<file path="src/rtl/wp_pkg.sv">
package wp_pkg;
  typedef enum logic [1:0] {
    COND_EQ = 2'b00,
    COND_NE = 2'b01,
    COND_GT = 2'b10,
    COND_LT = 2'b11
  } cond_e;

  localparam logic [3:0] EN_OFF      = 4'h0;
  localparam logic [3:0] EN_CNT      = 4'h9;
  localparam logic [3:0] EN_PIN_WAIT = 4'hA;
  localparam logic [3:0] EN_PIN_ON   = 4'hB;
  localparam logic [3:0] EN_ON       = 4'hF;

  typedef struct packed {
    logic eq;
    logic gt;
    logic lt;
  } lane_res_t;
endpackage

</file>
<file path="src/rtl/wp_lane_cmp.sv">
module wp_lane_cmp #(
  parameter int LANE_W = 8
) (
  input  logic [LANE_W-1:0] data_i,
  input  logic [LANE_W-1:0] ref_i,
  output wp_pkg::lane_res_t res_o
);
  // unsigned relation of one byte lane to its reference lane
  always_comb begin
    res_o.eq = (data_i == ref_i);
    res_o.gt = (data_i >  ref_i);
    res_o.lt = (data_i <  ref_i);
  end
endmodule

</file>
<file path="src/rtl/wp_cond_reduce.sv">
module wp_cond_reduce #(
  parameter int LANES = 4
) (
  input  wp_pkg::lane_res_t [LANES-1:0] res_i,
  input  logic [LANES-1:0]              vld_i,
  input  logic [1:0]                    cond_i,
  output logic                          match_o
);
  import wp_pkg::*;

  logic [LANES-1:0] eq_v, gt_v, lt_v;

  for (genvar g = 0; g < LANES; g++) begin : g_split
    assign eq_v[g] = res_i[g].eq & vld_i[g];
    assign gt_v[g] = res_i[g].gt & vld_i[g];
    assign lt_v[g] = res_i[g].lt & vld_i[g];
  end

  logic any_vld, any_eq, any_gt, any_lt, all_ne;
  assign any_vld = |vld_i;
  assign any_eq  = |eq_v;
  assign any_gt  = |gt_v;
  assign any_lt  = |lt_v;
  // every valid lane must differ; no valid lane means no match
  assign all_ne  = any_vld & ~any_eq;

  always_comb begin
    unique case (cond_e'(cond_i))
      COND_EQ: match_o = any_eq;
      COND_NE: match_o = all_ne;
      COND_GT: match_o = any_gt;
      COND_LT: match_o = any_lt;
      default: match_o = 1'b0;
    endcase
  end
endmodule

</file>
<file path="src/rtl/wp_arm_fsm.sv">
module wp_arm_fsm #(
  parameter int N_ARM = 8
) (
  input  logic             clk,
  input  logic             rst_n,
  input  logic             sw_wr_i,
  input  logic [3:0]       sw_val_i,
  input  logic [N_ARM-1:0] arm_evt_i,
  input  logic             cnt_evt_i,
  input  logic             pin_i,
  input  logic             pin_is_in_i,
  output logic [3:0]       field_o,
  output logic             active_o
);
  import wp_pkg::*;

  localparam int          IDX_W  = (N_ARM > 1) ? $clog2(N_ARM) : 1;
  localparam logic [3:0]  ARM_HI = 4'(N_ARM);

  logic [3:0]       field_q, field_d;
  logic [3:0]       idx_full;
  logic [IDX_W-1:0] idx;
  logic             in_arm_range;

  assign idx_full     = field_q - 4'd1;
  assign idx          = idx_full[IDX_W-1:0];
  assign in_arm_range = (field_q != EN_OFF) && (field_q <= ARM_HI);

  always_comb begin
    field_d = field_q;
    if (in_arm_range) begin
      if (arm_evt_i[idx]) field_d = EN_ON;
    end else begin
      case (field_q)
        EN_CNT:      if (cnt_evt_i)             field_d = EN_ON;
        EN_PIN_WAIT: if (pin_is_in_i && pin_i)  field_d = EN_PIN_ON;
        EN_PIN_ON:   if (!pin_i)                field_d = EN_OFF;
        default:     field_d = field_q;
      endcase
    end
    // software write wins; pin-enabled state is not directly writable
    if (sw_wr_i) field_d = (sw_val_i == EN_PIN_ON) ? EN_OFF : sw_val_i;
  end

  always_ff @(posedge clk) begin
    if (!rst_n) field_q <= EN_OFF;
    else        field_q <= field_d;
  end

  assign field_o  = field_q;
  assign active_o = (field_q == EN_ON) || (field_q == EN_PIN_ON);
endmodule

</file>
<file path="src/rtl/wp_value_channel.sv">
module wp_value_channel #(
  parameter int LANES  = 4,
  parameter int LANE_W = 8,
  parameter int N_ARM  = 8,
  localparam int DW    = LANES * LANE_W
) (
  input  logic             clk,
  input  logic             rst_n,
  input  logic             en_wr,
  input  logic [3:0]       en_wr_val,
  input  logic [1:0]       cond_sel,
  input  logic             acc_write_sel,
  input  logic [DW-1:0]    ref_val,
  input  logic             bus_valid,
  output logic             bus_ready,
  input  logic [DW-1:0]    bus_data,
  input  logic [LANES-1:0] bus_lane_vld,
  input  logic             bus_write,
  input  logic [N_ARM-1:0] arm_evt,
  input  logic             cnt_evt,
  input  logic             ext_pin,
  input  logic             ext_pin_is_input,
  output logic [3:0]       en_field,
  output logic             hit
);
  import wp_pkg::*;

  lane_res_t [LANES-1:0] lane_res;
  logic                  cond_match;
  logic                  active;
  logic                  dir_ok;

  for (genvar g = 0; g < LANES; g++) begin : g_lane
    wp_lane_cmp #(.LANE_W(LANE_W)) u_cmp (
      .data_i (bus_data[g*LANE_W +: LANE_W]),
      .ref_i  (ref_val [g*LANE_W +: LANE_W]),
      .res_o  (lane_res[g])
    );
  end

  wp_cond_reduce #(.LANES(LANES)) u_reduce (
    .res_i   (lane_res),
    .vld_i   (bus_lane_vld),
    .cond_i  (cond_sel),
    .match_o (cond_match)
  );

  wp_arm_fsm #(.N_ARM(N_ARM)) u_fsm (
    .clk         (clk),
    .rst_n       (rst_n),
    .sw_wr_i     (en_wr),
    .sw_val_i    (en_wr_val),
    .arm_evt_i   (arm_evt),
    .cnt_evt_i   (cnt_evt),
    .pin_i       (ext_pin),
    .pin_is_in_i (ext_pin_is_input),
    .field_o     (en_field),
    .active_o    (active)
  );

  assign bus_ready = 1'b1;
  assign dir_ok    = (bus_write == acc_write_sel);

  always_ff @(posedge clk) begin
    if (!rst_n) hit <= 1'b0;
    else        hit <= active && bus_valid && dir_ok && cond_match;
  end
endmodule

</file>
<file path="config.mk">
export PLATFORM = sky130hd
export DESIGN_NAME = wp_value_channel
export DESIGN_NICKNAME = d
export VERILOG_FILES = /design/src/rtl/wp_pkg.sv /design/src/rtl/wp_lane_cmp.sv /design/src/rtl/wp_cond_reduce.sv /design/src/rtl/wp_arm_fsm.sv /design/src/rtl/wp_value_channel.sv
export SDC_FILE = /design/constraint.sdc
export NUM_CORES = 1
export LEC_CHECK = 0
export CORE_ASPECT_RATIO = 1.2
export CORE_MARGIN = 1
export CORE_UTILIZATION = 40
export CTS_CLUSTER_DIAMETER = 120
export CTS_CLUSTER_SIZE = 8
export DETAILED_ROUTE_END_ITERATION = 16
export DONT_BUFFER_PORTS = 1
export RECOVER_POWER = 100
export SLEW_MARGIN = 20
export SYNTH_ARGS = -nofsm -noshare
export SYNTH_HDL_FRONTEND = slang
export SYNTH_HIERARCHICAL = 1
export SYNTH_SLANG_ARGS = --single-unit
</file>
<file path="constraint.sdc">
create_clock -name clk -period 2.45 [get_ports clk]
set_input_delay 0.3675 -clock clk [delete_from_list [all_inputs] [get_ports clk]]
set_output_delay 0.3675 -clock clk [all_outputs]
set_load 0.05 [all_outputs]
</file>
== After elaboration in Yosys (flattened, before gate mapping) ==
Cells that the tools add are included.

* Flip-flop bits (word level): 5
* Input port bits: 91
* Logic and storage cells: 69

* $add $sub $neg: 1
* Order comparisons: 10
* Eq/ne operators: 17
* Mux-type cells: 11
* Bitwise operators: 14
* Reduce and logical (&&, ||, !) cells: 14

{| class="wikitable"
|+ Operators by type and width
! kind !! count
|-
| 8-bit == test || 4
|-
| 8-bit greater-than comparator || 4
|-
| 8-bit < comparator || 4
|-
| 4-bit two-way mux || 7
|-
| 4-bit == test, second input constant || 5
|-
| 4-bit OR reduction || 4
|-
| 1-bit AND || 13
|-
| 4-bit case mux with 3 select lines || 1
|-
| 4-bit by 3-bit inequality test with 1-bit output, second input constant || 2
|-
| 1-bit logical AND || 5
|-
| 5-bit AND reduction || 1
|-
| 5-bit nonzero test || 1
|-
| 2-bit == test, second input constant || 2
|-
| 4-bit less-or-equal comparator, second input constant || 1
|-
| 3-bit by 4-bit < comparator with 1-bit output, second input constant || 1
|-
| 4-bit by 2-bit inequality test with 1-bit output, second input constant || 1
|-
| 1-bit case mux with 4 select lines || 1
|-
| 4-bit nonzero test || 1
|-
| 1-bit binary-select mux with 3-bit select || 1
|-
| 3-bit inequality test, second input constant || 1
|-
| 3-bit by 1-bit subtractor with 3-bit output, second input constant || 1
|-
| 2-bit by 1-bit == test with 1-bit output, second input constant || 1
|-
| 2-bit zero test || 1
|-
| 1-bit == test || 1
|-
| other kinds (3) || 3
|}

== Longest topological paths before layout ==
Gate-level depths: netlist (run 1).

* Depth after elaboration: 7
* Mapped depth: 11

== By module ==
Netlist (run 1), hierarchy kept.

{| class="wikitable"
|+ Modules (own cells, without submodules)
! module !! times used !! cells each !! area an instance (um^2)
|-
| wp_lane_cmp || 4 || 29 || 225.2
|-
| wp_arm_fsm || 1 || 59 || 481.7
|-
| wp_cond_reduce || 1 || 12 || 87.6
|-
| wp_value_channel || 1 || 6 || 50.0
|}

== Worst setup path before layout (run 1) ==
OpenSTA, ideal clock, no wires.

* Kind: register to register
* From: register u_fsm.field_q[0], in the netlist u_fsm/field_o[0]
* To: register u_fsm.field_q[0], in the netlist u_fsm/field_o[0]
* Setup time: 0.070 ns
* Arrival: 2.088 ns
* Slack: 0.292 ns
* Stages on the path, launching flop included: 8
* Path buffers: 0
* Clock period less this slack: 2.158 ns
* Path through: dfxtp_1 -> inv_1 -> ha_1 -> and2b_2 -> xnor2_1 -> a311oi_1 -> o21ai_0 -> a21oi_1

* Longest elaborated chain between the ends: 5
* Elaborated cells on any way between the ends: 18
* Those cells by class: add/sub: 1; order compare: 1; eq/ne: 7; mux: 5; reduce/logical: 4

{| class="wikitable"
|+ RTL lines
! element !! line !! text
|-
| start, declared || wp_arm_fsm.sv:20 || <nowiki>logic [3:0] field_q, field_d;</nowiki>
|-
| start signal, assigned || wp_arm_fsm.sv:47 || <nowiki>else field_q <= field_d;</nowiki>
|-
| 3-bit by 1-bit subtractor with 3-bit output || wp_arm_fsm.sv:25 || <nowiki>assign idx_full = field_q - 4'd1;</nowiki>
|-
| 1-bit binary-select mux with 3-bit select || wp_arm_fsm.sv:32 || <nowiki>if (arm_evt_i[idx]) field_d = EN_ON;</nowiki>
|-
| 1-bit two-way mux (implied by the code) || wp_arm_fsm.sv:32 ||
|-
| 3-bit inequality test (no line) || n/a ||
|-
| 5-bit AND reduction (no line) || n/a ||
|}

Parallel ways exist; a longest one is shown, timed or not. The select of a mux whose other input is x is not followed.
A chain may end at the register's enable or synchronous reset.

== Worst setup path in the final report (run 1) ==
* From: register u_fsm.field_q[1], in the netlist u_fsm/field_o[1]
* To: register u_fsm.field_q[1], in the netlist u_fsm/field_o[1]

Same word-level chain as after synthesis.

==> impl_results.md, run 1 <==
- GRT Util Overall: 15.71%
- Mapped Avg Cell Area: 7.877 sq um
- Cells after synthesis: 193
- Clock power share: 14.6%
- Placed insts: 247
- Antenna-violating nets left: 0
- Layout Cells excl Fill: 251
- Crit path max fanout: 5
- Flops & latches, synth: 5
- Final Slew Violations: 0
- WP data required: 2590 ps
- Min cycle time layout: 2185 ps
- Cts repair resizes: 0
- Initial DRC count: 46
- Synth top area share: 30.45%
- Final Setup Violations: 0
- R2R setup slack: 270 ps
- Hold path cells: 1
- Critical path class: reg2reg
- TritonCTS Buffers: 3
- Post-CTS Hold Buffers: 0
- RSZ-0062 raised after global routing: false
- Dominant cells by area after synthesis: ha_1 30%, inv_1 8.6%, a21oi_1 6.9%
- Final hold violation count: 0
- Initial antenna violation count: 0
- Hold Path Sink: u_fsm/field_o[2]$_SDFFE_PN0P_
- Adder-cell share of the synthesized area: 30.45%
- First-pass detailed-route iteration total: 4
- Die outline width: 58.28 microns
- Sw Ratio: 49.99%
- Syn Nets: 321
- Vias in the first global route: 1340
- Compound-Gate Fraction of Synth Area: 23.54%
- H-tree depth: 1
- Residual DRC: 0
- Terminus of the critical flop-to-flop path: u_fsm/field_o[1]$_SDFFE_PN0P_
- Pleak: 0.8196 nW
- Reg2Reg Depth: 6
- Yosys top cell by area: ha_1
- Net Sw Power: 0.0005281 W
- Worst-Skew Late Latency: 220 ps
- Die Area: 4052 sq um
- Sum Neg Setup Slack: 0 ps
- Worst r2r src: u_fsm/field_o[1]$_SDFFE_PN0P_
- Die height: 69.53 microns
- CTS tree: built
- XOR/XNOR share of the synthesized area: 1.728%
- Synthesized cell area: 1520 sq um
- Synth unique cells: 38
- Clk buf depth: 2
- Combinational fraction of design power: 72.5%
- Final WL: 3152 microns
- Mux contribution to synthesized area: 4.774%
- Via count: 1367
- Total grt overflow: 0
- Hold crit path type: in2reg
- Worst-path clk slew: 30 ps
- Layout cell share with drive strength beyond 1: 10.55%
- Seq pwr share: 12.9%
- DP HPWL: 2839 microns
- Setup crit end kind: flop
- Post CTS Setup Buffer Count: 0
- Final period util: 89.18%
- Total core area: 3633 sq um
- Register area share after synthesis: 6.584%
- Root Buffer: clkbuf_8
- RePlAce Congestion: 0.7521
- Worst Max-Slew Pin Slew: 781.9 ps
- Startpoint class of the critical path: flop
- Initial Util: 41.84%
- Pin count of the biggest net entering global routing: 12
- IO buf count: 0
- Vias per cell: 5.446
- Num ports: 97
- Total of max-cap violations: 0
- Relative max-transition margin: 47.87%
- Clock sinks: 5
- Yosys warns: 6
- Area growth syn-to-layout: 7.160%
- FP Rows: 24
- Maximum VDD drop: 0.5454 mV
- Antenna cell count: 0
- Worst hold start: en_wr
- Clock Skews: 0.1721 ps
- Fmax: 457.7 MHz
- First-pass GRT wire length: 5161 microns
- Post-Synth Simple-Gate Area: 22.96%
- Wirelength per Cell: 12.56 microns
- Power Internal: 0.0005283 W
- Largest family of logic cells by synthesized area: adder cells
- Pwr dens: 648.4 nW/um^2
- Outcome: finished, final reports clean
- Worst EP arrival: 2330 ps
- Final net count: 328
-- cell usage after synthesis --
library cell / number
mux2i_1: 2
nand4_1: 7
conb_1: 1
and2b_2: 1
dlygate4sd1_1: 1
a41o_1: 1
a22oi_1: 2
nor4_1: 1
a311o_1: 1
or4_1: 1
nor3_1: 2
o21ai_0: 8
mux4_1: 2
nand2_1: 12
a21oi_1: 21
a21oi_2: 4
nand3b_1: 4
ha_1: 37
nor2_1: 11
and2_1: 1
and3b_1: 1
nand4_2: 4
buf_4: 1
or2b_2: 1
a211oi_1: 1
a31o_1: 1
nand3_1: 3
nand2b_1: 2
xnor2_1: 2
nor2b_4: 4
a311oi_1: 1
o31ai_1: 1
xor2_1: 1
a222oi_1: 2
dfxtp_1: 5
inv_1: 35
o21ba_1: 4
o211ai_2: 4
-- final cells by class --
cell class	instances	area [sq um]
fill	382	2004
multi-input combinational	151	1269
tap	52	65.06
sequential	5	100.1
timing repair buffer	4	18.77
clock buffer	4	45.04
inverter	35	131.4
-- worst max-delay path: stages, from the launching register on --
cell and delay [ps]:
dfxtp_1 310, clkbuf_1 560, ha_1 390, a21oi_1 120
a311oi_1 370, o21ai_0 150, a21oi_1 210
-- worst max path at each step --
stage | start | depth (start not counted) | end
CTS | u_fsm/field_o[0]$_SDFFE_PN0P_ | 7 | u_fsm/field_o[1]$_SDFFE_PN0P_
global route | u_fsm/field_o[1]$_SDFFE_PN0P_ | 6 | u_fsm/field_o[1]$_SDFFE_PN0P_
floorplan | u_fsm/field_o[0]$_SDFFE_PN0P_ | 7 | u_fsm/field_o[0]$_SDFFE_PN0P_
detailed placement | ref_val[17] | 11 | hit$_SDFF_PN0_
global placement | ref_val[17] | 11 | hit$_SDFF_PN0_
finish | u_fsm/field_o[1]$_SDFFE_PN0P_ | 6 | u_fsm/field_o[1]$_SDFFE_PN0P_
-- flip-flops by register name (all words and copies together), names as in the netlist --
| signal | cells |
|---|---|
| hit | 1 |
| u_fsm/field_o | 4 |
-- per-stage QoR --
stage               area [sq um]  power (W)  util, %  setup WS [ps]  hold slack [ps]
finish                      1629   0.001056    44.83          265.1            243.7
detailed placement          1599  0.0009197    44.01          345.6            476.4
global placement            1599  0.0009132    44.01          382.8            476.6
global route                1629   0.001155    44.83          160.8            238.3
CTS                         1644   0.001081    45.25          455.6            240.2
floorplan                   1520  0.0007654        -          292.3            501.7
-- power groups by stage --
stage / Combinational [W] / Clock, W / Sequential [W]
final: 0.000766 / 0.000154 / 0.000136
after CTS: 0.000785 / 0.000159 / 0.000137
after floorplan: 0.000502 / 0 / 0.000263
after global placement: 0.000775 / 0 / 0.000138
after global routing: 0.000846 / 0.000166 / 0.000143
after detailed placement: 0.000781 / 0 / 0.000139
-- cell families (layout without fill, tap and decap cells) --
kind of cell             after synthesis  in the layout
buffers and inverters                 37             43
XOR/XNOR                               3              3
AO/OA/AOI/OAI                         51             51
AND/OR/NAND/NOR                       55             55
adder cells (fa/ha/maj)               37             37
multiplexers                           4              4
flip-flops                             5              5
other                                  1              1
-- placed cells by master, fill, tap and decap left out, drive strengths merged, types with 3 or more instances in the layout --
cell type,n
clkbuf,7
o211ai,4
nand3b,4
inv,35
nand3,3
dfxtp,5
o21ai,8
ha,37
nor2,11
nor2b,4
nand2,12
a21oi,25
nand4,11
o21ba,4
-- layer usage --
metal / vias to the layer above / part of all wire, % / global-route usage, %
met3: 4 / 9.1 / 4.104
li1: 707 / - / -
met2: 58 / 50 / 29.12
met1: 598 / 40 / 17.15
met5: - / 0 / 0
met4: 0 / 0.79 / 3.968
(Power assumes the default switching activity.)
==> inputs of run 2 (changes only) <==
- clock period: 2.45 -> 2 ns (I/O delays scaled with it)
==> run 2 against run 1 <==
  * Critical path depth up 1
  * Fmax up 19%
  * Worst hold slack worse by 59 ps
  * Power up 22%
  * Sequential share of layout area up 0.13 points
  * Largest cell class unchanged
  * Count of clock-buffer cells in the layout unchanged
  * Wire length down 7.6%
==> impl_results.md, run 2 (synthesis gave the netlist of run 1 again) <==
- Outcome: finished, final reports clean
- Maximum VDD drop: 0.6230 mV
- TritonCTS Buffers: 3
- Initial Util: 41.84%
- Net Sw Power: 0.0006298 W
- Pin count of the biggest net entering global routing: 12
- First-pass detailed-route iteration total: 4
- Post-CTS Hold Buffers: 0
- Worst Max-Slew Pin Slew: 642.1 ps
- IO buf count: 0
- First-pass GRT wire length: 4788 microns
- Largest register FFs: 4
- CTS tree: built
- Seq pwr share: 15.1%
- Combinational fraction of design power: 70.6%
- Worst-path clk slew: 30 ps
- Total core area: 3633 sq um
- Via count: 1343
- Final net count: 329
- Crit path max fanout: 4
- Power Internal: 0.0006584 W
- GRT Util Overall: 14.56%
- Pwr dens: 787.8 nW/um^2
- Final period util: 91.58%
- RePlAce Congestion: 0.8363
- Dpl ws: -36.72 ps
- Most frequent cells in the layout: 37 x ha_1, 35 x inv_1, 21 x a21oi_1
- Final WL: 2913 microns
- Clock sinks: 5
- Die height: 69.53 microns
- Vias in the first global route: 1273
- R2R setup slack: 170 ps
- Die Area: 4052 sq um
- Min cycle time layout: 1832 ps
- RSZ-0062 raised after global routing: false
- Hold crit path type: in2reg
- Die outline width: 58.28 microns
- Setup crit end kind: flop
- Hold Slack: 185.2 ps
- Worst EP arrival: 1970 ps
- Layout cell share with drive strength beyond 1: 12.00%
- Residual DRC: 0
- WP data required: 2140 ps
- Total of max-cap violations: 0
- H-tree depth: 1
- Relative max-transition margin: 57.19%
- Cts repair resizes: 0
- Clk buf depth: 2
- Core Util, Final: 45.01%
- Startpoint class of the critical path: flop
- FP Rows: 24
- Final Slew Violations: 0
- Num ports: 97
- Clock power share: 14.3%
- Root Buffer: clkbuf_8
- Wirelength per Cell: 11.56 microns
- Vias per cell: 5.329
- Initial DRC count: 38
- Setup WS post-layout: 168.5 ps
- Final hold violation count: 0
- Pleak: 0.8196 nW
- Total grt overflow: 0
- Critical path class: reg2reg
- Area growth syn-to-layout: 7.572%
- DP HPWL: 2688 microns
- Final Setup Violations: 0
- Fillcell total: 388
- Sw Ratio: 48.89%
- Post CTS Setup Buffer Count: 0
- Fmax: 546.0 MHz
- Antenna cell count: 0
- Worst-Skew Late Latency: 220 ps
- Clock Skews: 0.3962 ps
- Most common cell after layout, fill and taps aside: ha_1
- Antenna-violating nets left: 0
- Initial antenna violation count: 0
[run 2: cell types whose count changed in the layout (fill, tap and decap cells not counted), sizes merged]
cell	before	now
buf	1	2
[run 2: stage by stage]
| stage | setup TNS [ps] | total power, W | instances | instance area [sq um] |
|---|---|---|---|---|
| floorplan | 0 | 0.0009426 | 193 | 1523 |
| global placement | 0 | 0.001134 | 248 | 1609 |
| detailed placement | -36.72 | 0.001134 | 248 | 1609 |
| CTS | 0 | 0.001323 | 252 | 1654 |
| global route | 0 | 0.001414 | 252 | 1635 |
| finish | 0 | 0.001288 | 252 | 1635 |
[run 2: power groups by stage]
stage / clock [W] / combinational, W / sequential (W)
after floorplan: 0 / 0.000615 / 0.000328
after global placement: 0 / 0.000935 / 0.000198
after detailed placement: 0 / 0.000938 / 0.000195
after CTS: 0.000189 / 0.000938 / 0.000196
after global routing: 0.000195 / 0.00102 / 0.000204
final: 0.000184 / 0.000909 / 0.000194
[run 2: final timing paths]
kind | startpoint | end | depth (start not counted)
worst max-delay path | u_fsm/field_o[0]$_SDFFE_PN0P_ | u_fsm/field_o[0]$_SDFFE_PN0P_ | 7
worst min register to register | u_fsm/field_o[1]$_SDFFE_PN0P_ | u_fsm/field_o[1]$_SDFFE_PN0P_ | 2
worst max register to register | u_fsm/field_o[0]$_SDFFE_PN0P_ | u_fsm/field_o[0]$_SDFFE_PN0P_ | 7
worst min-delay path | en_wr | u_fsm/field_o[2]$_SDFFE_PN0P_ | 1
[run 2: layout make-up]
class / count / area (sq um) / share of cell area, %
Timing Repair Buffer: 5 / 26.28 / 1.607
Clock buffer: 4 / 45.04 / 2.754
Tap cell: 52 / 65.06 / 3.979
Inverter: 35 / 131.4 / 8.034
Multi-Input combinational cell: 151 / 1265 / 77.35
Sequential cell: 5 / 102.6 / 6.274
[run 2: worst max-delay path: stages, from the launching register on]
cell and delay [ps]:
dfxtp_2 350, inv_1 80, ha_1 230, and2b_2 200, xnor2_1 160, a311oi_1 400
o21ai_0 150, a21oi_1 180
[run 2: per-layer routing]
layer  routed length, microns  vias up  track usage [%]  share of wire, %
met5                        0        -                0                 0
met4                       21        0            6.085              0.72
met3                      250        2            2.425               8.6
met2                     1423       62            26.18                49
met1                     1218      570            16.44                42
li1                         -      709                -                 -
